`src/rtl/sdio_rdwait_ctrl.sv`:
```
module sdio_rdwait_ctrl #(
  parameter int LEAD_CYC = 2,
  parameter int STOP_CYC = 2,
  parameter int GATE_CYC = 2
) (
  input  logic clk,
  input  logic rst_n,
  input  logic dp_en,
  input  logic sdio_en,
  input  logic dir_rx,
  input  logic rw_mode,
  input  logic rw_start,
  input  logic rw_stop,
  input  logic blk_start,
  input  logic crc_done,
  input  logic end_bit,
  output logic d2_out,
  output logic d2_oe,
  output logic ck_en,
  output logic card_clk,
  output logic irq_win
);
  localparam int MAXC = (LEAD_CYC > STOP_CYC) ?
                        ((LEAD_CYC > GATE_CYC) ? LEAD_CYC : GATE_CYC) :
                        ((STOP_CYC > GATE_CYC) ? STOP_CYC : GATE_CYC);
  localparam int CW = $clog2(MAXC) + 1;

  typedef enum logic [3:0] {
    S_IDLE, S_WAIT, S_RX, S_LEAD, S_HOLD, S_STOP, S_PULSE, S_GATE, S_OFF
  } st_t;

  st_t st, nxt;
  logic [CW-1:0] cnt;
  logic rel, ck_q;

  wire ok     = dp_en & sdio_en & dir_rx;
  wire arm    = rw_start & ~rw_stop;
  wire go_d2  = arm & ~rw_mode;

  always_comb begin
    nxt = st;
    unique case (st)
      S_IDLE:  nxt = go_d2 ? S_LEAD : S_WAIT;
      S_WAIT:  if (blk_start) nxt = S_RX;
               else if (go_d2) nxt = S_LEAD;
      S_RX:    if (!rw_mode && crc_done) nxt = go_d2 ? S_LEAD : S_WAIT;
               else if (rw_mode && end_bit) nxt = arm ? S_GATE : S_WAIT;
      S_LEAD:  if (cnt == CW'(LEAD_CYC - 1)) nxt = S_HOLD;
      S_HOLD:  if (rw_stop) nxt = S_STOP;
      S_STOP:  if (cnt == CW'(STOP_CYC - 1)) nxt = S_PULSE;
      S_PULSE: nxt = S_WAIT;
      S_GATE:  if (cnt == CW'(GATE_CYC - 1)) nxt = S_OFF;
      S_OFF:   if (rel && rw_start) nxt = S_WAIT;
      default: nxt = S_IDLE;
    endcase
    if (!ok) nxt = S_IDLE;
  end

  always_ff @(posedge clk or negedge rst_n) begin
    if (!rst_n) begin
      st  <= S_IDLE;
      cnt <= '0;
      rel <= 1'b0;
    end else begin
      st  <= nxt;
      cnt <= (nxt != st) ? '0 : cnt + 1'b1;
      rel <= (st == S_OFF) ? (rel | ~rw_start) : 1'b0;
    end
  end

  always_ff @(negedge clk or negedge rst_n) begin
    if (!rst_n) ck_q <= 1'b1;
    else        ck_q <= (st != S_OFF);
  end

  assign ck_en    = ck_q;
  assign card_clk = clk & ck_q;
  assign d2_oe    = (st == S_HOLD) || (st == S_STOP) || (st == S_PULSE);
  assign d2_out   = !((st == S_HOLD) || (st == S_STOP));
  assign irq_win  = (st == S_LEAD) || (st == S_HOLD) || (st == S_STOP);
endmodule

```
`config.mk`:
```
export PLATFORM = sky130hd
export DESIGN_NAME = sdio_rdwait_ctrl
export DESIGN_NICKNAME = d
export VERILOG_FILES = /design/src/rtl/sdio_rdwait_ctrl.sv
export SDC_FILE = /design/constraint.sdc
export NUM_CORES = 1
export LEC_CHECK = 0
export BUFFER_PORTS_ARGS = -buffer_cell sky130_fd_sc_hd__buf_2
export CAP_MARGIN = 40
export CORE_MARGIN = 8
export CORE_UTILIZATION = 35
export DETAILED_ROUTE_END_ITERATION = 8
export PLACE_DENSITY_LB_ADDON = 0.12
export SYNTH_ARGS = -nofsm -noshare
export SYNTH_HDL_FRONTEND = slang
export SYNTH_SLANG_ARGS = --single-unit
```
`constraint.sdc`:
```
create_clock -name clk -period 2 [get_ports clk]
set_input_delay 0.6 -clock clk [delete_from_list [all_inputs] [get_ports clk]]
set_output_delay 0.6 -clock clk [all_outputs]
set_load 0.05 [all_outputs]
```
==> run metrics <==
mean number of vias per cell 5.322; post-synthesis net count 94; core area 0.001745 sq mm; Crit Path Class reg -> out; starting density of the core 0.3792; antenna violations before repair 0; final hold slack 156.3 ps; worst setup margin -820.3 ps; Yosys top cell by area dfrtp_1; Clk Latency, worst-skew pair 440 ps; Hold-fix buffers, CTS 0; syn avg cell area 8.072 sq um; Final setup viols 4; Post-synth EDFFs 0; design area 0.001049 sq mm; first-pass GRT wire length 3.215 mm; Seq/Total Area, Yosys 0.3043; RSZ-0062 raised after global routing yes; Worst Setup SP ck_en; Die X 59.49 microns; nets 131; critical path arrival 2220 ps; synth cell count leaders nand2_1, a21oi_1, dfrtp_1, nand2b_1, nor2_1; Max Cap Viol 0; routed len/inst 14.08 microns; FILL cells 168; Netlist cell types 35; initial drt markers 30; Final Non-Filler Cells 143; max_slew headroom 0.8218; Mapped Area 661.9 sq um; FF-to-FF End cnt[1]; GRT Util Overall 0.1247; Crit. End Element output port; iteration count of the initial detailed-routing pass 4; total grt overflow 0; FF-to-FF Start st[3]; Placed Instance Area 829.5 sq um; site row count 15; violated checks negative setup slack; die area 0.003538 sq mm; Synth area leaders dfrtp_1, a21oi_1, nand2b_1; antenna viol nets, final 0; largest net degree at the start of global routing 17; Pleak 0.4573 nW; HP Class in -> async; pre-CTS WS -467.3 ps; Die Height 59.49 microns; Pins Over Slew Limit 0; via count 761; Pwr Total 0.6852 mW; top-count cell post-synth nand2_1; status finished with violations; crit start category register; Critical Path RT 1400 ps; r2r setup slk 0 ps; CTS tree built; Synth Register Bits 8; synth warn 0; Reg2Reg Depth 7; DPL Wire Length 1.255 mm; Routed WL 2.013 mm; final number of hold-violating endpoints 0; worst slew pin tran 259.9 ps; Routability Congestion 0.8214; clock skew 67.74 ps; Worst-path clk slew 60 ps; DRC errors left 0; synthesized instance count 82; vias in the first global route 777; peak supply drop 740.6 uV; DP Cell Count 126; Primary FF master, synth dfrtp_1; final core occ 0.6007; ANT cells 0; layout cell share with drive strength beyond 1 0.4661; port bufs 15; setup TNS -1634 ps; Synth top area share 0.2647; CP Capture Point card_clk; I/O pins 16; Area Overhead vs Synth 58.41%; CP Max Fanout 2; Cell Pwr Density 653.5 mW/mm^2; Async SR Flop Fraction 1.000
[placed cells by master (no fill, tap or decap), types with 2 or more instances in the layout]
cell type	synthesis	final
buf_4	0	13
buf_2	1	11
nand2_1	8	8
dfrtp_1	7	7
buf_6	0	7
clkbuf_4	0	6
a21oi_1	7	5
o21ai_0	4	4
nand2b_1	5	4
nor2_1	5	4
inv_1	3	3
nor3_1	3	3
a211o_1	3	3
buf_8	0	3
or4b_4	2	2
nor2b_4	0	2
o31ai_1	2	2
nor2b_1	4	2
or3_1	2	2
o21ai_1	2	2
[layer usage]
layer | share of wire | global-route usage | vias up | routed length, microns
met5 | 0 | 0 | - | 0
met4 | 0 | 0.07509 | 0 | 0
met3 | 0.092 | 0.06508 | 0 | 185
met2 | 0.49 | 0.1818 | 36 | 990
met1 | 0.42 | 0.1395 | 355 | 837
li1 | - | - | 370 | -
[sequential cells by signal, indices dropped and copies added (netlist names)]
register / flops
cnt: 2
ck_en: 1
st: 4
rel: 1
[final cells by class]
cell class | instances | area [sq um] | area share
Multi-Input combinational cell | 66 | 479.2 | 0.4570
Timing Repair Buffer | 33 | 261.5 | 0.2494
Sequential cell | 8 | 201.4 | 0.1921
Clock buffer | 8 | 63.81 | 0.06086
Tap cell | 25 | 31.28 | 0.02983
Inverter | 2 | 7.507 | 0.007160
Clock inverter | 1 | 3.754 | 0.003580
[report_power, final]
| part | internal (mW) | leakage [nW] | switching [mW] |
|---|---|---|---|
| clock network | 0.228 | 0.0463 | 0.180 |
| registers | 0.177 | 0.104 | 0.00536 |
| logic | 0.0463 | 0.307 | 0.0481 |
| total | 0.451 | 0.457 | 0.234 |
[timing repair]
action | 4_1_cts | 5_1_grt
setup endpoints to repair | 6 | 8
gates resized for setup | 16 | 10
pin swaps | 2 | 6
setup buffers | 6 | 4
[worst min-delay path by stage]
| stage | slack, ps | end | from | cells after the start |
|---|---|---|---|---|
| floorplan | 300 | cnt[0] | rst_n | 0 |
| global route | 150 | st[1] | rst_n | 2 |
| detailed placement | 440 | cnt[0] | cnt[0] | 1 |
| CTS | 150 | cnt[1] | rst_n | 2 |
| finish | 160 | cnt[1] | rst_n | 2 |
| global placement | 430 | cnt[0] | cnt[0] | 1 |
[critical path, cell delays in order, from the launching register on]
cell and delay, ps:
dfstp_2 510, and2_4 130, buf_8 130
[kinds of logic (layout without fill, tap and decap cells)]
logic type / count (synthesis) / count (layout) / share of synthesized area
AOI/OAI and AO/OA: 25 / 25 / 0.2590
muxes: 2 / 2 / 0.03214
adders and majority gates: 1 / 1 / 0.01890
buffers and inverters: 8 / 44 / 0.04724
and+or+nand+nor: 38 / 38 / 0.3384
DFF: 8 / 8 / 0.3044
No activity file was read; power rests on OpenSTA's default activity.
